### config.mk
export PLATFORM = sky130hd
export DESIGN_NAME = rtc_dual_alarm
export DESIGN_NICKNAME = d
export VERILOG_FILES = /design/src/rtl/rtc_alarm_pkg.sv /design/src/rtl/rtc_alarm_regs.sv /design/src/rtl/rtc_alarm_cmp.sv /design/src/rtl/rtc_alarm_flags.sv /design/src/rtl/rtc_dual_alarm.sv
export SDC_FILE = /design/constraint.sdc
export NUM_CORES = 1
export LEC_CHECK = 0
export CAP_MARGIN = 20
export CORE_MARGIN = 4
export CORE_UTILIZATION = 46
export DETAILED_ROUTE_END_ITERATION = 6
export PLACE_DENSITY = 0.75
export SLEW_MARGIN = 20
export SYNTH_ARGS = -nofsm -noshare
export SYNTH_HDL_FRONTEND = slang
export SYNTH_SLANG_ARGS = --single-unit
### constraint.sdc
create_clock -name clk -period 1.2 [get_ports clk]
set_input_delay 0.18 -clock clk [delete_from_list [all_inputs] [get_ports clk]]
set_output_delay 0.18 -clock clk [all_outputs]
set_load 0.02 [all_outputs]
### src/rtl/rtc_alarm_pkg.sv
package rtc_alarm_pkg;
  localparam int REG_AW = 3;
  localparam int REG_DW = 8;

  localparam logic [REG_AW-1:0] AD_WK_MIN  = 3'd0;
  localparam logic [REG_AW-1:0] AD_WK_HOUR = 3'd1;
  localparam logic [REG_AW-1:0] AD_WK_DAYS = 3'd2;
  localparam logic [REG_AW-1:0] AD_DY_MIN  = 3'd3;
  localparam logic [REG_AW-1:0] AD_DY_HOUR = 3'd4;
  localparam logic [REG_AW-1:0] AD_CTRL    = 3'd5;

  localparam int CB_WK_EN   = 0;
  localparam int CB_DY_EN   = 1;
  localparam int CB_WK_FLAG = 4;
  localparam int CB_DY_FLAG = 5;

  // alarm set indices inside flag/enable vectors
  localparam int SET_WK = 0;
  localparam int SET_DY = 1;
  localparam int NSETS  = 2;
endpackage

### src/rtl/rtc_alarm_regs.sv
module rtc_alarm_regs
  import rtc_alarm_pkg::*;
#(
  parameter int MIN_W  = 7,
  parameter int HOUR_W = 6,
  parameter int DAYS   = 7
) (
  input  logic              clk,
  input  logic              rst_n,
  input  logic              wr,
  input  logic [REG_AW-1:0] addr,
  input  logic [REG_DW-1:0] wdata,
  input  logic [NSETS-1:0]  flag,
  output logic [MIN_W-1:0]  wk_min,
  output logic [HOUR_W-1:0] wk_hour,
  output logic [DAYS-1:0]   wk_days,
  output logic [MIN_W-1:0]  dy_min,
  output logic [HOUR_W-1:0] dy_hour,
  output logic [NSETS-1:0]  en,
  output logic [NSETS-1:0]  clr,
  output logic [REG_DW-1:0] rdata
);
  logic unused_wdata;
  assign unused_wdata = ^wdata;

  logic ctrl_wr;
  assign ctrl_wr = wr && (addr == AD_CTRL);

  always_ff @(posedge clk or negedge rst_n) begin
    if (!rst_n) begin
      wk_min  <= '0;
      wk_hour <= '0;
      wk_days <= '0;
      dy_min  <= '0;
      dy_hour <= '0;
      en      <= '0;
    end else if (wr) begin
      case (addr)
        AD_WK_MIN:  wk_min  <= wdata[MIN_W-1:0];
        AD_WK_HOUR: wk_hour <= wdata[HOUR_W-1:0];
        AD_WK_DAYS: wk_days <= wdata[DAYS-1:0];
        AD_DY_MIN:  dy_min  <= wdata[MIN_W-1:0];
        AD_DY_HOUR: dy_hour <= wdata[HOUR_W-1:0];
        AD_CTRL: begin
          en[SET_WK] <= wdata[CB_WK_EN];
          en[SET_DY] <= wdata[CB_DY_EN];
        end
        default: ;
      endcase
    end
  end

  // a zero written to a flag position requests a clear; a one is ignored
  assign clr[SET_WK] = ctrl_wr && !wdata[CB_WK_FLAG];
  assign clr[SET_DY] = ctrl_wr && !wdata[CB_DY_FLAG];

  always_comb begin
    rdata = '0;
    case (addr)
      AD_WK_MIN:  rdata[MIN_W-1:0]  = wk_min;
      AD_WK_HOUR: rdata[HOUR_W-1:0] = wk_hour;
      AD_WK_DAYS: rdata[DAYS-1:0]   = wk_days;
      AD_DY_MIN:  rdata[MIN_W-1:0]  = dy_min;
      AD_DY_HOUR: rdata[HOUR_W-1:0] = dy_hour;
      AD_CTRL: begin
        rdata[CB_WK_EN]   = en[SET_WK];
        rdata[CB_DY_EN]   = en[SET_DY];
        rdata[CB_WK_FLAG] = flag[SET_WK];
        rdata[CB_DY_FLAG] = flag[SET_DY];
      end
      default: ;
    endcase
  end
endmodule

### src/rtl/rtc_alarm_cmp.sv
module rtc_alarm_cmp #(
  parameter int SEC_W    = 7,
  parameter int MIN_W    = 7,
  parameter int HOUR_W   = 6,
  parameter int DAYS     = 7,
  parameter int WDAY_W   = 3,
  parameter bit USE_DAYS = 1'b1
) (
  input  logic              tick,
  input  logic [SEC_W-1:0]  cur_sec,
  input  logic [MIN_W-1:0]  cur_min,
  input  logic [HOUR_W-1:0] cur_hour,
  input  logic [WDAY_W-1:0] cur_wday,
  input  logic [MIN_W-1:0]  al_min,
  input  logic [HOUR_W-1:0] al_hour,
  input  logic [DAYS-1:0]   al_days,
  output logic              hit
);
  // the tick that moves seconds to zero opens a new minute
  function automatic logic minute_opens(input logic tk, input logic [SEC_W-1:0] s);
    return tk && (s == '0);
  endfunction

  function automatic logic day_selected(input logic [DAYS-1:0] mask,
                                        input logic [WDAY_W-1:0] wd);
    logic sel;
    sel = 1'b0;
    for (int d = 0; d < DAYS; d++)
      if ((wd == WDAY_W'(d)) && mask[d]) sel = 1'b1;
    return sel;
  endfunction

  logic entry, hm_eq, day_ok;
  assign entry = minute_opens(tick, cur_sec);
  assign hm_eq = (cur_min == al_min) && (cur_hour == al_hour);

  generate
    if (USE_DAYS) begin : g_mask
      assign day_ok = day_selected(al_days, cur_wday);
    end else begin : g_any
      logic unused_day;
      assign unused_day = ^{al_days, cur_wday};
      assign day_ok = 1'b1;
    end
  endgenerate

  assign hit = entry && hm_eq && day_ok;
endmodule

### src/rtl/rtc_alarm_flags.sv
module rtc_alarm_flags #(
  parameter int N = 2
) (
  input  logic         clk,
  input  logic         rst_n,
  input  logic [N-1:0] hit,
  input  logic [N-1:0] en,
  input  logic [N-1:0] clr,
  output logic [N-1:0] flag,
  output logic         irq_n
);
  generate
    for (genvar i = 0; i < N; i++) begin : g_flag
      always_ff @(posedge clk or negedge rst_n) begin
        if (!rst_n)               flag[i] <= 1'b0;
        else if (hit[i] && en[i]) flag[i] <= 1'b1;
        else if (clr[i])          flag[i] <= 1'b0;
      end
    end
  endgenerate

  assign irq_n = ~|(flag & en);
endmodule

### src/rtl/rtc_dual_alarm.sv
module rtc_dual_alarm
  import rtc_alarm_pkg::*;
#(
  parameter int SEC_W  = 7,
  parameter int MIN_W  = 7,
  parameter int HOUR_W = 6,
  parameter int DAYS   = 7,
  localparam int WDAY_W = $clog2(DAYS + 1)
) (
  input  logic              clk,
  input  logic              rst_n,
  input  logic              tick,
  input  logic [SEC_W-1:0]  cur_sec,
  input  logic [MIN_W-1:0]  cur_min,
  input  logic [HOUR_W-1:0] cur_hour,
  input  logic [WDAY_W-1:0] cur_wday,
  input  logic              reg_wr,
  input  logic [REG_AW-1:0] reg_addr,
  input  logic [REG_DW-1:0] reg_wdata,
  output logic [REG_DW-1:0] reg_rdata,
  output logic              irq_n
);
  logic [MIN_W-1:0]  wk_min, dy_min;
  logic [HOUR_W-1:0] wk_hour, dy_hour;
  logic [DAYS-1:0]   wk_days;
  logic [NSETS-1:0]  en, clr, flag, hit;

  // named events for the checker
  logic wk_hit, dy_hit, wk_en, dy_en, wk_flag, dy_flag, wk_clr, dy_clr;

  rtc_alarm_regs #(.MIN_W(MIN_W), .HOUR_W(HOUR_W), .DAYS(DAYS)) u_regs (
    .clk(clk), .rst_n(rst_n), .wr(reg_wr), .addr(reg_addr), .wdata(reg_wdata),
    .flag(flag), .wk_min(wk_min), .wk_hour(wk_hour), .wk_days(wk_days),
    .dy_min(dy_min), .dy_hour(dy_hour), .en(en), .clr(clr), .rdata(reg_rdata)
  );

  rtc_alarm_cmp #(.SEC_W(SEC_W), .MIN_W(MIN_W), .HOUR_W(HOUR_W), .DAYS(DAYS),
                  .WDAY_W(WDAY_W), .USE_DAYS(1'b1)) u_cmp_wk (
    .tick(tick), .cur_sec(cur_sec), .cur_min(cur_min), .cur_hour(cur_hour),
    .cur_wday(cur_wday), .al_min(wk_min), .al_hour(wk_hour), .al_days(wk_days),
    .hit(wk_hit)
  );

  rtc_alarm_cmp #(.SEC_W(SEC_W), .MIN_W(MIN_W), .HOUR_W(HOUR_W), .DAYS(DAYS),
                  .WDAY_W(WDAY_W), .USE_DAYS(1'b0)) u_cmp_dy (
    .tick(tick), .cur_sec(cur_sec), .cur_min(cur_min), .cur_hour(cur_hour),
    .cur_wday(cur_wday), .al_min(dy_min), .al_hour(dy_hour), .al_days({DAYS{1'b1}}),
    .hit(dy_hit)
  );

  assign hit[SET_WK] = wk_hit;
  assign hit[SET_DY] = dy_hit;

  rtc_alarm_flags #(.N(NSETS)) u_flags (
    .clk(clk), .rst_n(rst_n), .hit(hit), .en(en), .clr(clr),
    .flag(flag), .irq_n(irq_n)
  );

  assign wk_en   = en[SET_WK];
  assign dy_en   = en[SET_DY];
  assign wk_flag = flag[SET_WK];
  assign dy_flag = flag[SET_DY];
  assign wk_clr  = clr[SET_WK];
  assign dy_clr  = clr[SET_DY];
endmodule

## Word level (Yosys, flattened, before mapping)

Cells that the tools add are included.

- Register bits after elaboration: 37
- Input bits: 38
- Output and inout bits: 9
- Logic and storage cells: 72

- Eq/ne operators: 15
- Mux-type cells: 15
- Bitwise gates (word level): 1
- Reduce and logical (&&, ||, !) cells: 33

Operators by type and width:

| kind | number |
|---|---|
| $pmux 2 s6 | 2 |
| $logic_and 1x1->1 | 18 |
| $eq 3x3->1 const B | 5 |
| $eq 7x7->1 | 2 |
| $eq 3x2->1 const B | 4 |
| $eq 6x6->1 | 2 |
| $reduce_and 2->1 | 6 |
| $mux 1 | 11 |
| $pmux 2 s5 | 1 |
| $logic_not 7->1 | 1 |
| $eq 3x1->1 const B | 2 |
| $logic_not 3->1 | 2 |
| $reduce_bool 2->1 | 2 |
| $logic_not 1->1 | 3 |
| $pmux 1 s3 | 1 |
| $and 2x2->2 | 1 |
| $reduce_or 2->1 | 1 |

## Longest topological paths before layout

Gate-level depths: netlist of the first run.

- Depth in word-level cells: 12
- Depth in mapped cells: 6
- Gate-level depth less buffers: 4

## Cells and area by module

A second synthesis of the first run with hierarchy kept.

- Cells, all modules: 179
- Area, all modules: 2184.6 µm²

Modules (own cells, without submodules):

| module | times used | cells an instance | area an instance (µm²) | seq. area each (µm²) |
|---|---|---|---|---|
| rtc_alarm_regs | 1 | 124 | 1689.1 | 875.8 |
| rtc_alarm_cmp (u_cmp_wk) | 1 | 25 | 219.0 | 0.0 |
| rtc_alarm_cmp (u_cmp_dy) | 1 | 20 | 177.7 | 0.0 |
| rtc_alarm_flags | 1 | 9 | 95.1 | 50.0 |
| rtc_dual_alarm | 1 | 1 | 3.8 | 0.0 |

## Worst setup path before layout of the first run

Ideal clock, no wire load.

- Path type: flip-flop to output port
- Start: reg u_regs.wk_hour[5]
- End: out reg_rdata[5]
- Arrival time: 1.177 ns
- Required time: 1.020 ns
- Setup slack: -0.157 ns
- Cell stages (with the launch flop): 3
- Path buffers: 0
- Cell sequence: dfrtp_1 > mux4_1 > mux2_2

- Longest elaborated chain between the ends: 1

Ends and longest elaborated chain:

| what | RTL line | RTL |
|---|---|---|
| start, declared | rtc_alarm_regs.sv:15 | `output logic [HOUR_W-1:0] wk_hour,` |
| start signal, assigned | rtc_alarm_regs.sv:40 | `AD_WK_HOUR: wk_hour <= wdata[HOUR_W-1:0];` |
| $pmux 2 s6 | rtc_alarm_regs.sv:59 | `case (addr)` |
| end, declared | rtc_dual_alarm.sv:20 | `output logic [REG_DW-1:0] reg_rdata,` |

Every way passes these cells.

## Final worst setup path of the first run

- Start: reg u_flags.flag[1]
- End: out reg_rdata[5]

- Longest elaborated chain between the ends: 1

Ends and longest elaborated chain:

| what | RTL line | RTL |
|---|---|---|
| start, declared | rtc_alarm_flags.sv:9 | `output logic [N-1:0] flag,` |
| start signal, assigned by index | rtc_alarm_flags.sv:15 | `if (!rst_n) flag[i] <= 1'b0;` |
| start signal, assigned by index | rtc_alarm_flags.sv:16 | `else if (hit[i] && en[i]) flag[i] <= 1'b1;` |
| start signal, assigned by index | rtc_alarm_flags.sv:17 | `else if (clr[i]) flag[i] <= 1'b0;` |
| $pmux 2 s6 | rtc_alarm_regs.sv:59 |  |

Every way passes these cells.

==> results.txt, run 1 <==
----------------------------------------------------
[Run status]
  Result of the run ... finished with violations
  Failing checks ... setup timing

[Critical path]
  Worst Path Class, Setup ... flip-flop to output port
  Startpoint types ... flip-flop
  Top delay family on crit path ... multiplexers
  Crit-path max FO ... 2
  Setup slack, reg-to-reg ... -320 ps
  Worst endpoint data arrival time ... 1570 ps
  RR Startpoint ... u_regs.wk_min[3]
  Critical Path Slowest Stage Cell ... mux4_2
  R2r endpoint ... u_flags.flag[0]
  Worst path max stage delay ... 460 ps
  Number of cell instances on the worst register-to-register path ... 5
  Data required time at the worst endpoint ... 1020 ps
  Critical path capture point type ... output port
  Critical path buffers and inverters ... 1
  CP cell instances ... mux4_2, mux2_4, buf_6

[Synthesis]
  Share of flip-flops with an asynchronous set or reset ... 100%
  Synth Net Count ... 210
  Commonest cells in the netlist ... 37 x dfrtp_1, 37 x mux2_2, 26 x xnor2_1, 9 x mux2i_1, 8 x nand4_1
  Netlist cell types ... 37
  Top cells by area in the synthesized netlist ... dfrtp_1 43%, mux2_2 19%, xnor2_1 10%
  Sequential fraction of the synthesis area ... 42.7%
  Count of state elements after synthesis ... 37
  Count of flip-flops with a built-in enable after synthesis ... 0
  Share of the synthesized area in the top cell type ... 42.7%
  Cell area after technology mapping ... 0.00217 mm²
  Synth Instances ... 172
  Total number of yosys warnings ... 0
  Most used DFF post-synth ... dfrtp_1
  Synth Area per Inst ... 12.6 µm²
  Synth area leader ... dfrtp_1

[Detailed routing]
  Vias/cell ... 5.78
  Wirelength, routed ... 8060 µm
  First-pass iteration count of the detailed router ... 4
  Antenna Violating Nets Remaining ... 0
  Initial DRC count ... 139
  Via count ... 2007
  Detailed-route DRC error count ... 0
  Routed WL per cell ... 23.2 µm

[Run]
  Count of maximum capacitance violations ... 0

[Clock network]
  Cts bufs inserted ... 5
  Clock tree from TritonCTS ... done
  Library cell used as clock root buffer ... clkbuf_8
  Number of buffers added to fix hold violations after cts ... 0
  Maximum count of clock buffers along a single path ... 2
  H-tree lvl count ... 2
  Clock slew seen by the registers of the worst setup and hold paths ... 80 ps
  Clock insertion delay at the later pin of the skew report ... 300 ps
  Number of clock sinks ... 37

[Timing]
  Number of failing hold endpoints at the final stage ... 0
  Achievable frequency ... 0.572 GHz
  Final Max Tran Viols ... 0
  Setup_tns ... -3910 ps
  Fraction of the cycle the final worst path needs ... 146%
  Post-Route Skew ... 8.89 ps
  Setup repair after global routing missed its margin ... yes
  Final number of setup-violating endpoints ... 10
  Shortest clock period the worst path allows after layout ... 1750 ps
  Minimum setup slack in the final design ... -548 ps

[Power]
  Total power divided by cell area ... 1340 mW/mm²
  Highest ir drop seen on vdd ... 1.77 mV
  Static Leak ... 1.65 nW

[Floorplan]
  Cell Rows ... 24
  Height of the chip ... 76.7 µm
  Initial core utilization ... 48.5%
  Core area ... 0.00447 mm²
  Full die area ... 0.00588 mm²
  Floorplan die width ... 76.7 µm
  Number of placed I/O pins ... 47

[Final layout]
  Utilization of the core after routing ... 81.7%
  Filler cells ... 241
  Layout area overhead ... 68.4%
  Count of inserted antenna diode cells ... 0
  Fraction of layout instances using a drive strength above 1 ... 57.6%
  Final layout net count ... 332

[Placed design]
  Final estimated routing congestion in global placement ... 0.919
  Placed wire-length estimate after detailed placement ... 5070 µm
  Quantity of I/O buffers inserted on ports ... 44

[Hold path]
  Worst hold path class ... primary input to async pin

[Global routing]
  Number of antenna violations at the first check in global routing ... 0
  Total global-route track usage ... 27.9%
  Vias in the first global route ... 2288
  Maximum number of pins on one net before global-route repair ... 38
  Wire length of the first global-routing pass ... 12300 µm
  Overflow after GRT ... 0

----------------------------------------------------
-- timing repair --
| action | 4_1_cts | 5_1_grt |
|---|---|---|
| setup endpoints to repair | 45 | 44 |
| pin swaps | 12 | 13 |
| gates resized for setup | 109 | 18 |
| buffers inserted | 14 | 6 |
-- layout by cell type, fill, tap and decap left out, types with 6 or more instances in the layout --
master	Yosys	routed
mux2_4	0	21
dfrtp_1	37	37
clkdlybuf4s50_1	0	29
xnor2_1	26	17
xnor2_2	0	9
mux2_2	37	16
clkbuf_8	0	6
buf_6	2	23
nand4_1	8	8
mux2i_1	9	9
buf_4	2	59
-- logic make-up (layout without fill, tap and decap cells) --
kind of cell	Yosys count	count (layout)	share of synthesized area, %
flops	37	37	42.7
xor+xnor	26	26	10.5
mux	51	51	28.9
simple gates	32	32	10.3
other cells	1	1	0.173
compound gates	15	15	4.50
buf+inv	10	133	3.00
-- metrics by stage --
stage	setup WS (ps)	instances	cell area (µm²)	hold WS, ps	power, mW
final	-548	347	3660	253	4.91
after global routing	-604	347	3660	270	5.12
after CTS	-538	345	3610	269	4.75
after detailed placement	-1150	323	3190	532	3.41
after global placement	-1150	323	3190	520	3.32
after floorplan	-117	172	2220	-116	2.52
-- worst reg2reg max path, delay by kind of cell (launching register included) --
family,cells,cell delay [ps]
simple gates,2,480
flops,1,400
xor+xnor,1,250
compound gates,1,170
buf+inv,1,160
-- worst max-delay path by stage --
stage	from	slack, ps	depth (start not counted)	end
global route	u_flags.flag[1]	-600	3	reg_rdata[5]
floorplan	u_regs.dy_min[2]	-120	2	reg_rdata[2]
finish	u_flags.flag[1]	-550	3	reg_rdata[5]
CTS	u_regs.dy_hour[5]	-540	3	reg_rdata[5]
global placement	reg_addr[0]	-1150	5	reg_rdata[2]
detailed placement	reg_addr[0]	-1150	5	reg_rdata[5]
-- layer usage --
| layer | up-vias | GRT usage [%] | share of wire [%] |
|---|---|---|---|
| met5 | - | 0 | 0 |
| met4 | 0 | 15.9 | 5.2 |
| met3 | 36 | 8.31 | 7.6 |
| met2 | 107 | 47.2 | 50 |
| met1 | 990 | 31.1 | 37 |
| li1 | 874 | - | - |
-- sequential cells by signal, summed over array words and instances (netlist names) --
register and flops:
u_flags.flag 2, u_regs.dy_hour 6, u_regs.dy_min 7, u_regs.en 2, u_regs.wk_days 7, u_regs.wk_hour 6
u_regs.wk_min 7
-- final cells by class --
cell class	count	area (µm²)	share of cell area (%)
clock buffer	7	86.3	2.36
clock inverter	1	30.0	0.821
inverter	2	7.51	0.205
tap	52	65.1	1.78
timing repair buffer	123	1150	31.4
multi-input combinational	125	1390	38.1
sequential	37	926	25.3
-- power breakdown --
group	internal (mW)	leakage [nW]	total, mW	switching, mW
Combinational	1.25	1.14	2.06	0.810
Sequential	1.51	0.448	1.71	0.206
Clock	0.678	0.0585	1.14	0.467
Total	3.43	1.65	4.91	1.48
No activity file was read; power rests on OpenSTA's default activity.
==> inputs of run 2 (changes only) <==
SKIP_LAST_GASP = 1   (was default)
==> run 2 against run 1 <==
Compared with the run above: the flow still finishes with violations (setup timing); clock skew down 5.2 ps; clock-buffer cell count unchanged; first-iteration DRC count up 1.4%; core utilization down 1.0 points; global-route usage down 0.56 points; sequential cell count unchanged; setup slack better by 7.4 ps; worst hold slack better by 3.5 ps; register-to-register slack better by 40 ps; sequential share of layout area up 0.32 points; fmax up 0.43%; non-clock buffer count down 2; highest routed layer unchanged.
==> results.txt, run 2 (same netlist as run 1, synthesis figures left out) <==
----------------------------------------------------
[Run status]
  Result of the run ... finished with violations (unchanged)
  Failing checks ... setup timing (unchanged)

[Global routing]
  Wire length of the first global-routing pass ... 12100 µm (was 12300 µm)
  Overflow after GRT ... 0 (unchanged)
  Total global-route track usage ... 27.4% (was 27.9%)
  Maximum number of pins on one net before global-route repair ... 38 (unchanged)
  Vias in the first global route ... 2279 (was 2288)
  Number of antenna violations at the first check in global routing ... 0 (unchanged)

[Final layout]
  Post-layout instance area ... 0.00361 mm² (was 0.00366 mm²)
  Layout area overhead ... 66.3% (was 68.4%)
  Most common cell after layout, fill and taps aside ... buf_4 (unchanged)
  Filler cells ... 253 (was 241)
  Final instance count without filler cells ... 345 (was 347)
  Fraction of layout instances using a drive strength above 1 ... 55.6% (was 57.6%)
  Utilization of the core after routing ... 80.7% (was 81.7%)
  Biggest regs ... u_regs.dy_min x7, u_regs.wk_days x7, u_regs.wk_min x7 (unchanged)
  Most used cells in the layout excluding fill and tap cells ... 59 x buf_4, 37 x dfrtp_1, 29 x clkdlybuf4s50_1, 21 x mux2_4, 21 x buf_6 (was 59 x buf_4, 37 x dfrtp_1, 29 x clkdlybuf4s50_1, 23 x buf_6, 21 x mux2_4)
  Final layout net count ... 330 (was 332)
  Count of inserted antenna diode cells ... 0 (unchanged)

[Critical path]
  Crit-path max FO ... 2 (unchanged)
  Worst path max stage delay ... 460 ps (about the same)
  CP cell instances ... mux4_2, mux2_4, buf_6 (unchanged)
  Data required time at the worst endpoint ... 1020 ps (about the same)
  Startpoint types ... flip-flop (unchanged)
  Worst Path Class, Setup ... flip-flop to output port (unchanged)
  Top delay family on crit path ... multiplexers (unchanged)
  Critical Path Slowest Stage Cell ... mux4_2 (unchanged)
  Critical path capture point type ... output port (unchanged)
  Critical path buffers and inverters ... 1 (unchanged)
  Worst endpoint data arrival time ... 1560 ps (was 1570 ps)
  Setup slack, reg-to-reg ... -280 ps (was -320 ps)

[Placed design]
  # placed instances ... 323 (unchanged)
  Cell Area, Placed ... 0.00319 mm² (unchanged)
  Quantity of I/O buffers inserted on ports ... 44 (unchanged)
  Setup slack at placement ... -1150 ps (unchanged)
  Placed wire-length estimate after detailed placement ... 5070 µm (unchanged)
  Final estimated routing congestion in global placement ... 0.919 (unchanged)

[Power]
  Total power divided by cell area ... 1340 mW/mm² (about the same)
  Design Power ... 4.84 mW (was 4.91 mW)
  Highest ir drop seen on vdd ... 0.885 mV (was 1.77 mV)
  Static Leak ... 1.63 nW (was 1.65 nW)

[Detailed routing]
  Detailed-route DRC error count ... 0 (unchanged)
  Wirelength, routed ... 7600 µm (was 8060 µm)
  Initial DRC count ... 141 (was 139)
  Via count ... 1953 (was 2007)
  Vias/cell ... 5.66 (was 5.78)
  First-pass iteration count of the detailed router ... 5 (was 4)
  Antenna Violating Nets Remaining ... 0 (unchanged)
  Routed WL per cell ... 22.0 µm (was 23.2 µm)

[Clock network]
  Library cell used as clock root buffer ... clkbuf_8 (unchanged)
  H-tree lvl count ... 2 (unchanged)
  Clock insertion delay at the later pin of the skew report ... 300 ps (about the same)
  Clock slew seen by the registers of the worst setup and hold paths ... 70 ps (was 80 ps)
  Number of buffers added to fix hold violations after cts ... 0 (unchanged)
  Cts bufs inserted ... 5 (unchanged)
  Clock tree from TritonCTS ... done (unchanged)
  Number of clock sinks ... 37 (unchanged)
  Maximum count of clock buffers along a single path ... 2 (unchanged)

[Floorplan]
  Core area ... 0.00447 mm² (unchanged)
  Cell Rows ... 24 (unchanged)
  Height of the chip ... 76.7 µm (unchanged)
  Floorplan die width ... 76.7 µm (unchanged)
  Number of placed I/O pins ... 47 (unchanged)
  Initial core utilization ... 48.5% (unchanged)
  Full die area ... 0.00588 mm² (unchanged)

[Hold path]
  Worst hold path class ... primary input to async pin (unchanged)

[Timing]
  Final number of setup-violating endpoints ... 10 (unchanged)
  Minimum setup slack in the final design ... -540 ps (was -548 ps)
  Fraction of the cycle the final worst path needs ... 145% (was 146%)
  Shortest clock period the worst path allows after layout ... 1740 ps (was 1750 ps)
  Setup repair after global routing missed its margin ... yes (unchanged)
  Post-Route Skew ... 3.69 ps (was 8.89 ps)
  Final-layout worst hold slack ... 257 ps (was 253 ps)
  Setup_tns ... -3680 ps (was -3910 ps)
  Final Max Tran Viols ... 0 (unchanged)
  Number of failing hold endpoints at the final stage ... 0 (unchanged)
  Achievable frequency ... 0.575 GHz (was 0.572 GHz)

[Run]
  Count of maximum capacitance violations ... 0 (unchanged)

----------------------------------------------------
[run 2: final timing paths]
kind / start / endpoint / depth (start not counted)
min reg2reg: u_regs.dy_min[3] / u_regs.dy_min[3] / 1
max: u_flags.flag[1] / reg_rdata[5] / 3
min in group clk: reg_addr[0] / u_regs.wk_days[4] / 5
max in group asynchronous: rst_n / u_regs.dy_min[2] / 2
min: rst_n / u_regs.dy_min[0] / 2
max reg2reg: u_regs.dy_min[4] / u_flags.flag[1] / 5
[run 2: cell type report]
type	count	area (µm²)	area share [%]
sequential	37	926	25.6
clock buffer	7	86.3	2.39
timing repair buffer	121	1130	31.3
clock inverter	1	30.0	0.832
tap	52	65.1	1.80
multi-input combinational	125	1370	37.8
inverter	2	7.51	0.208
[run 2: timing repair]
item,in CTS,in global routing
setup endpoints to repair,45,42
resized for setup,108,12
pin swaps,12,13
setup buffers,14,5
[run 2: layer usage]
metal	part of all wire [%]	GRT usage, %	wire length, µm	up-vias
met5	0	0	0	-
met2	52	47.6	3940	99
li1	-	-	-	870
met1	38	31.6	2920	962
met4	3.2	12.1	244	0
met3	6.5	6.91	494	22
[run 2: where the power goes]
group / switching (mW) / total [mW] / leakage (nW) / internal, mW
sequential: 0.194 / 1.70 / 0.448 / 1.51
combinational: 0.781 / 2.00 / 1.12 / 1.22
clock: 0.456 / 1.13 / 0.0585 / 0.678
total: 1.43 / 4.84 / 1.63 / 3.41
